--- src/rtl/sram_ctrl_pkg.sv ---
package sram_ctrl_pkg;

  typedef enum logic [2:0] {
    ST_IDLE,
    ST_TURN,
    ST_WSET,
    ST_WPUL,
    ST_WREC,
    ST_RACC
  } seq_state_e;

  typedef enum logic [1:0] {
    OP_NONE,
    OP_RD,
    OP_WR
  } last_op_e;

  typedef struct packed {
    logic sel;
    logic we;
    logic oe;
    logic drv;
  } strobe_t;

  function automatic int ceil_div(input int num, input int den);
    return (num + den - 1) / den;
  endfunction

  function automatic int max2(input int a, input int b);
    return (a > b) ? a : b;
  endfunction

  // Strobe levels (active-high view) belonging to each sequencer state
  function automatic strobe_t strobe_of(input seq_state_e s);
    strobe_t r;
    r = '0;
    case (s)
      ST_WSET: begin r.sel = 1'b1; r.drv = 1'b1; end
      ST_WPUL: begin r.sel = 1'b1; r.drv = 1'b1; r.we = 1'b1; end
      ST_WREC: begin r.sel = 1'b1; r.drv = 1'b1; end
      ST_RACC: begin r.sel = 1'b1; r.oe = 1'b1; end
      default: r = '0;
    endcase
    return r;
  endfunction

endpackage

--- src/rtl/sram_interval_timer.sv ---
module sram_interval_timer #(
  parameter int TW = 4
) (
  input  logic          clk,
  input  logic          rst_n,
  input  logic          load,
  input  logic [TW-1:0] len,
  output logic          expired
);

  logic [TW-1:0] cnt_q;
  logic [TW-1:0] cnt_nx;

  // Loading len makes expired rise in the len-th cycle after the load edge
  always_comb begin
    cnt_nx = cnt_q;
    if (load)
      cnt_nx = len - TW'(1);
    else if (cnt_q != '0)
      cnt_nx = cnt_q - TW'(1);
  end

  always_ff @(posedge clk or negedge rst_n) begin
    if (!rst_n)
      cnt_q <= '0;
    else
      cnt_q <= cnt_nx;
  end

  assign expired = (cnt_q == '0);

endmodule

--- src/rtl/sram_cycle_fsm.sv ---
module sram_cycle_fsm
  import sram_ctrl_pkg::*;
#(
  parameter int SET_CYC  = 2,
  parameter int WP_CYC   = 7,
  parameter int REC_CYC  = 1,
  parameter int ACC_CYC  = 10,
  parameter int TURN_CYC = 4,
  parameter int TW       = 4
) (
  input  logic          clk,
  input  logic          rst_n,
  input  logic          start,
  input  logic          start_wr,
  input  logic          expired,
  output seq_state_e    state_nx,
  output logic          tmr_load,
  output logic [TW-1:0] tmr_len,
  output logic          ready,
  output logic          capture
);

  localparam logic [TW-1:0] L_SET  = TW'(SET_CYC);
  localparam logic [TW-1:0] L_WP   = TW'(WP_CYC);
  localparam logic [TW-1:0] L_REC  = TW'(REC_CYC);
  localparam logic [TW-1:0] L_ACC  = TW'(ACC_CYC);
  localparam logic [TW-1:0] L_TURN = TW'(TURN_CYC);

  seq_state_e state_q;
  last_op_e   last_q, last_nx;
  logic       pend_wr_q, pend_wr_nx;
  logic       dir_flip;

  assign ready    = (state_q == ST_IDLE);
  assign dir_flip = (last_q != OP_NONE) && ((last_q == OP_WR) != start_wr);

  always_comb begin
    state_nx   = state_q;
    last_nx    = last_q;
    pend_wr_nx = pend_wr_q;
    tmr_load   = 1'b0;
    tmr_len    = L_SET;
    capture    = 1'b0;
    case (state_q)
      ST_IDLE: begin
        if (start) begin
          pend_wr_nx = start_wr;
          last_nx    = start_wr ? OP_WR : OP_RD;
          tmr_load   = 1'b1;
          if (dir_flip) begin
            state_nx = ST_TURN;
            tmr_len  = L_TURN;
          end else if (start_wr) begin
            state_nx = ST_WSET;
            tmr_len  = L_SET;
          end else begin
            state_nx = ST_RACC;
            tmr_len  = L_ACC;
          end
        end
      end
      ST_TURN: begin
        if (expired) begin
          tmr_load = 1'b1;
          if (pend_wr_q) begin
            state_nx = ST_WSET;
            tmr_len  = L_SET;
          end else begin
            state_nx = ST_RACC;
            tmr_len  = L_ACC;
          end
        end
      end
      ST_WSET: begin
        if (expired) begin
          state_nx = ST_WPUL;
          tmr_load = 1'b1;
          tmr_len  = L_WP;
        end
      end
      ST_WPUL: begin
        if (expired) begin
          state_nx = ST_WREC;
          tmr_load = 1'b1;
          tmr_len  = L_REC;
        end
      end
      ST_WREC: begin
        if (expired) state_nx = ST_IDLE;
      end
      ST_RACC: begin
        if (expired) begin
          state_nx = ST_IDLE;
          capture  = 1'b1;
        end
      end
      default: state_nx = ST_IDLE;
    endcase
  end

  always_ff @(posedge clk or negedge rst_n) begin
    if (!rst_n) begin
      state_q   <= ST_IDLE;
      last_q    <= OP_NONE;
      pend_wr_q <= 1'b0;
    end else begin
      state_q   <= state_nx;
      last_q    <= last_nx;
      pend_wr_q <= pend_wr_nx;
    end
  end

endmodule

--- src/rtl/sram_cycle_ctrl.sv ---
module sram_cycle_ctrl
  import sram_ctrl_pkg::*;
#(
  parameter int AW        = 17,
  parameter int DW        = 8,
  parameter int CLK_NS    = 10,
  parameter int CYCLE_NS  = 100,
  parameter int WP_NS     = 70,
  parameter int CW_NS     = 85,
  parameter int SETUP_NS  = 40,
  parameter int WR_NS     = 5,
  parameter int ACC_NS    = 100,
  parameter int HZ_NS     = 35
) (
  input  logic          clk,
  input  logic          rst_n,
  input  logic          req_valid,
  output logic          req_ready,
  input  logic          req_write,
  input  logic [AW-1:0] req_addr,
  input  logic [DW-1:0] req_wdata,
  output logic          rsp_valid,
  output logic [DW-1:0] rsp_rdata,
  output logic [AW-1:0] ram_addr,
  output logic          ram_cs_n,
  output logic          ram_cs,
  output logic          ram_oe_n,
  output logic          ram_we_n,
  output logic [DW-1:0] ram_dq_out,
  output logic          ram_dq_oe,
  input  logic [DW-1:0] ram_dq_in
);

  localparam int CYC_CYC  = ceil_div(CYCLE_NS, CLK_NS);
  localparam int WP_CYC   = max2(ceil_div(WP_NS, CLK_NS), ceil_div(SETUP_NS, CLK_NS));
  localparam int CW_CYC   = ceil_div(CW_NS, CLK_NS);
  localparam int SET_CYC  = max2(1, CW_CYC - WP_CYC);
  localparam int REC_CYC  = max2(max2(1, ceil_div(WR_NS, CLK_NS)), CYC_CYC - SET_CYC - WP_CYC);
  localparam int ACC_CYC  = max2(ceil_div(ACC_NS, CLK_NS), CYC_CYC);
  localparam int TURN_CYC = max2(1, ceil_div(HZ_NS, CLK_NS));
  localparam int MAX_CYC  = max2(max2(max2(SET_CYC, WP_CYC), max2(REC_CYC, ACC_CYC)), TURN_CYC);
  localparam int TW       = $clog2(MAX_CYC + 1);

  // Reset: asserted asynchronously, released on the clock
  logic rst_meta_q, rst_sync_n;
  always_ff @(posedge clk or negedge rst_n) begin
    if (!rst_n) begin
      rst_meta_q <= 1'b0;
      rst_sync_n <= 1'b0;
    end else begin
      rst_meta_q <= 1'b1;
      rst_sync_n <= rst_meta_q;
    end
  end

  seq_state_e    state_nx;
  logic          tmr_load, tmr_expired, capture, fsm_ready, accept;
  logic [TW-1:0] tmr_len;
  strobe_t       strb_nx;

  sram_cycle_fsm #(
    .SET_CYC (SET_CYC),
    .WP_CYC  (WP_CYC),
    .REC_CYC (REC_CYC),
    .ACC_CYC (ACC_CYC),
    .TURN_CYC(TURN_CYC),
    .TW      (TW)
  ) u_fsm (
    .clk     (clk),
    .rst_n   (rst_sync_n),
    .start   (req_valid),
    .start_wr(req_write),
    .expired (tmr_expired),
    .state_nx(state_nx),
    .tmr_load(tmr_load),
    .tmr_len (tmr_len),
    .ready   (fsm_ready),
    .capture (capture)
  );

  sram_interval_timer #(.TW(TW)) u_timer (
    .clk    (clk),
    .rst_n  (rst_sync_n),
    .load   (tmr_load),
    .len    (tmr_len),
    .expired(tmr_expired)
  );

  assign req_ready = fsm_ready;
  assign accept    = req_valid & fsm_ready;
  assign strb_nx   = strobe_of(state_nx);

  // Strobes registered from the next state: glitch-free pins
  always_ff @(posedge clk or negedge rst_sync_n) begin
    if (!rst_sync_n) begin
      ram_cs_n  <= 1'b1;
      ram_cs    <= 1'b0;
      ram_we_n  <= 1'b1;
      ram_oe_n  <= 1'b1;
      ram_dq_oe <= 1'b0;
    end else begin
      ram_cs_n  <= ~strb_nx.sel;
      ram_cs    <= strb_nx.sel;
      ram_we_n  <= ~strb_nx.we;
      ram_oe_n  <= ~strb_nx.oe;
      ram_dq_oe <= strb_nx.drv;
    end
  end

  always_ff @(posedge clk or negedge rst_sync_n) begin
    if (!rst_sync_n) begin
      ram_addr   <= '0;
      ram_dq_out <= '0;
    end else if (accept) begin
      ram_addr   <= req_addr;
      ram_dq_out <= req_wdata;
    end
  end

  always_ff @(posedge clk or negedge rst_sync_n) begin
    if (!rst_sync_n) begin
      rsp_valid <= 1'b0;
      rsp_rdata <= '0;
    end else begin
      rsp_valid <= capture;
      if (capture) rsp_rdata <= ram_dq_in;
    end
  end

endmodule

--- config.mk ---
export PLATFORM = sky130hd
export DESIGN_NAME = sram_cycle_ctrl
export DESIGN_NICKNAME = d
export VERILOG_FILES = /design/src/rtl/sram_ctrl_pkg.sv /design/src/rtl/sram_interval_timer.sv /design/src/rtl/sram_cycle_fsm.sv /design/src/rtl/sram_cycle_ctrl.sv
export SDC_FILE = /design/constraint.sdc
export NUM_CORES = 1
export LEC_CHECK = 0
export BUFFER_PORTS_ARGS = -buffer_cell sky130_fd_sc_hd__buf_2
export CORE_MARGIN = 5
export CORE_UTILIZATION = 45
export DETAILED_ROUTE_END_ITERATION = 7
export PLACE_DENSITY = 0.74
export SLEW_MARGIN = 10
export SYNTH_ARGS = -nofsm -noshare
export SYNTH_HDL_FRONTEND = slang
export SYNTH_SLANG_ARGS = --single-unit
--- constraint.sdc ---
create_clock -name clk -period 3.7 [get_ports clk]
set_input_delay 0.555 -clock clk [delete_from_list [all_inputs] [get_ports clk]]
set_output_delay 0.555 -clock clk [all_outputs]
set_load 0.02 [all_outputs]
==> reports/qor.yml <==
fp.coreArea_um2: 4440
layout-drive-gt1-share: 0.358
crit_path_max_fanout: 34
tightest_slew_ps: 974
crit_path_start_kind: "flip-flop"
p_clk_frac: 0.161
timing_hold_violations_final: 0
grt_pass1_vias: 1641
met3_usage: 0.0320
setup_viol: 0
post-cts-setup-buffers: 0
layout_commonest_cell: "nand2_1"
layout.nets: 317
max-cap-violations: 0
met1_usage: 0.215
grt_overflow: 0
cts_tree: "yes"
rows: 24
met2_usage: 0.239
drt_iter0_markers: 135
clock.fmax_mhz: 417
power_frac_comb: 0.420
grt_first_pass_wirelength_um: 7580
start_util: 0.470
drt_wl_total_um: 4430
io_buffer_count: 76
htreeDepth: 2
async_flop_share: 1.00
ant_nets: 0
synth_top_cell_by_area: "dfrtp_1"
seqPwrFrac: 0.418
clk_pin_slew_ps: 80
cts-root-buf: "clkbuf_8"
worst_ir_drop_vdd_uv: 389
area_growth_pct: 24.7
slowest_stage: "or4b_2"
syn_area_per_cell_um2: 10.1
p_sw_frac: 0.397
synth_top_area_frac: 0.563
clk_path_buf_depth: 2
antenna_found_initial: 0
final_util: 0.586
finalClockSkew_ps: 6.92
synthDistinctLibCells: 40
drc: 0
status: "complete, no violations"
critPathMaxStageDelay_ps: 1060
die_w_um: 78.1
synth_ff_type: "dfrtp_1"
clk_latency_ps: 290
ctsHoldBuffers: 0
synthCells: 206
hold_class: "input pin to asynchronous set/reset pin"
power_switching_mw: 0.932
final-max-slew-violation-count: 0
cts-resized-gates: 0
yosys_register_bits: 50
powerDensity_nw_per_um2: 901
fin_tns_setup_ps: 0
internal_power_mw: 1.42
gp_congestion: 0.811
drtPass1Iterations: 4
die_y_um: 78.1
ys_warn_count: 0
path_cells: "or4b_2 > a21oi_1 > ha_1 > inv_1 > nand4_1 > nor3b_1"
cts_sinks: 50
cp_num_buf_inv: 1
critPathArrivalTime_ps: 2610
crit_path_end_kind: "flip-flop"
synthTopCellsByArea: "dfrtp_1, nand2_1, mux2_4"
vias_per_cell: 4.85
slew_headroom: 0.351
worstSetupPathType: "flip-flop to flip-flop"
cp.required_ps: 3910
synth-seq-area-share: 0.601
grt_max_degree: 49
grt.total_usage: 0.155
most-common-layout-cells: "nand2_1, buf_2, dfrtp_1"
cts_buffers: 5
synth_nets: 244
final.period_utilization: 0.649
synth-edff-count: 0
pin_count: 77
p_leak_nw: 1.43
die_area_um2: 6110
wl_per_cell_um: 13.4
critPathTopFamily: "simple AND/OR/NAND/NOR gates"
vias: 1607
rsz0062_at_grt: "false"
period_minus_slack_ps: 2400
dp_hpwl_um: 3150
syn-cell-area_um2: 2090
busiest_layer: "met2"
n_antenna_cell: 0
-- sequential cells by signal, indices dropped and copies added, names as in the netlist, 3 cells and up --
name           cells
ram_addr          17
ram_dq_out         8
rsp_rdata          8
u_fsm.state_q      3
u_timer.cnt_q      4
-- final timing paths --
kind                                                 start                           end  slack (ps)  depth (start not counted)
min in group clk                      rst_meta_q$_DFF_PN0_          rst_sync_n$_DFF_PN0_         350                          0
worst min-delay path                                 rst_n          rst_sync_n$_DFF_PN0_          20                          1
worst min register to register        rst_meta_q$_DFF_PN0_          rst_sync_n$_DFF_PN0_         350                          0
worst max register to register  u_fsm.state_q[1]$_DFF_PN0_  u_timer.cnt_q[2]$_DFFE_PN0P_        1300                          6
worst max-delay path            u_fsm.state_q[1]$_DFF_PN0_  u_timer.cnt_q[2]$_DFFE_PN0P_        1300                          6
max in group asynchronous             rst_sync_n$_DFF_PN0_    u_fsm.state_q[0]$_DFF_PN0_        2660                          0
-- through the flow --
stage	setup WS, ps	std cells	hold slack [ps]	cell area (µm²)	power (mW)
2_1_floorplan	1570	206	259	2090	1.66
3_3_place_gp	1350	324	338	2490	1.96
3_5_place_dp	1260	324	337	2490	1.98
4_1_cts	1310	331	14.8	2610	2.37
5_1_grt	1130	331	12.3	2610	2.53
6_report	1300	331	23.4	2610	2.35
-- routing by layer --
| layer | routed length (µm) | part of all wire |
|---|---|---|
| met5 | 0 | 0 |
| met4 | 35 | 0.0079 |
| met1 | 2170 | 0.49 |
| met3 | 326 | 0.074 |
| met2 | 1900 | 0.43 |
-- final cells by class --
class                      count  area [µm²]
multi-input combinational    141         769
clock inverter                 1        30.0
inverter                       4        15.0
sequential                    50        1260
tap                           52        65.1
clock buffer                   6        82.6
fill                         394        1840
timing repair buffer          77         388
-- cell usage after synthesis, types with 3 or more instances --
cell	instances
clkbuf_1	4
nor2_1	8
dfstp_2	3
nand3_1	3
buf_2	6
nand2_1	82
o21ai_0	5
mux2_4	8
dfrtp_1	47
inv_1	4
-- cell families (layout without fill, tap and decap cells) --
logic type / count (synthesis) / after routing / synth area share
multiplexers: 8 / 8 / 0.0575
flip-flops: 50 / 50 / 0.601
other: 1 / 1 / 0.00179
buffers and inverters: 15 / 88 / 0.0341
AND/OR/NAND/NOR: 112 / 112 / 0.236
adder cells (fa/ha/maj): 1 / 1 / 0.00599
AO/OA/AOI/OAI: 19 / 19 / 0.0641
-- power by group through the flow --
stage	clock network [mW]	logic, mW	registers, mW
after CTS	0.393	0.997	0.984
after floorplan	0	0.465	1.20
after global routing	0.413	1.09	1.03
final	0.379	0.987	0.983
after global placement	0	0.977	0.985
after detailed placement	0	1.00	0.985
-- worst register-to-register path: cells and delay by family, from the launching register on --
kind	cells	cell delay [ps]
AOI/OAI and AO/OA	1	280
adders and majority gates	1	160
buffers and inverters	1	40
DFF	1	500
and+or+nand+nor	3	1330
(Power assumes the default switching activity.)
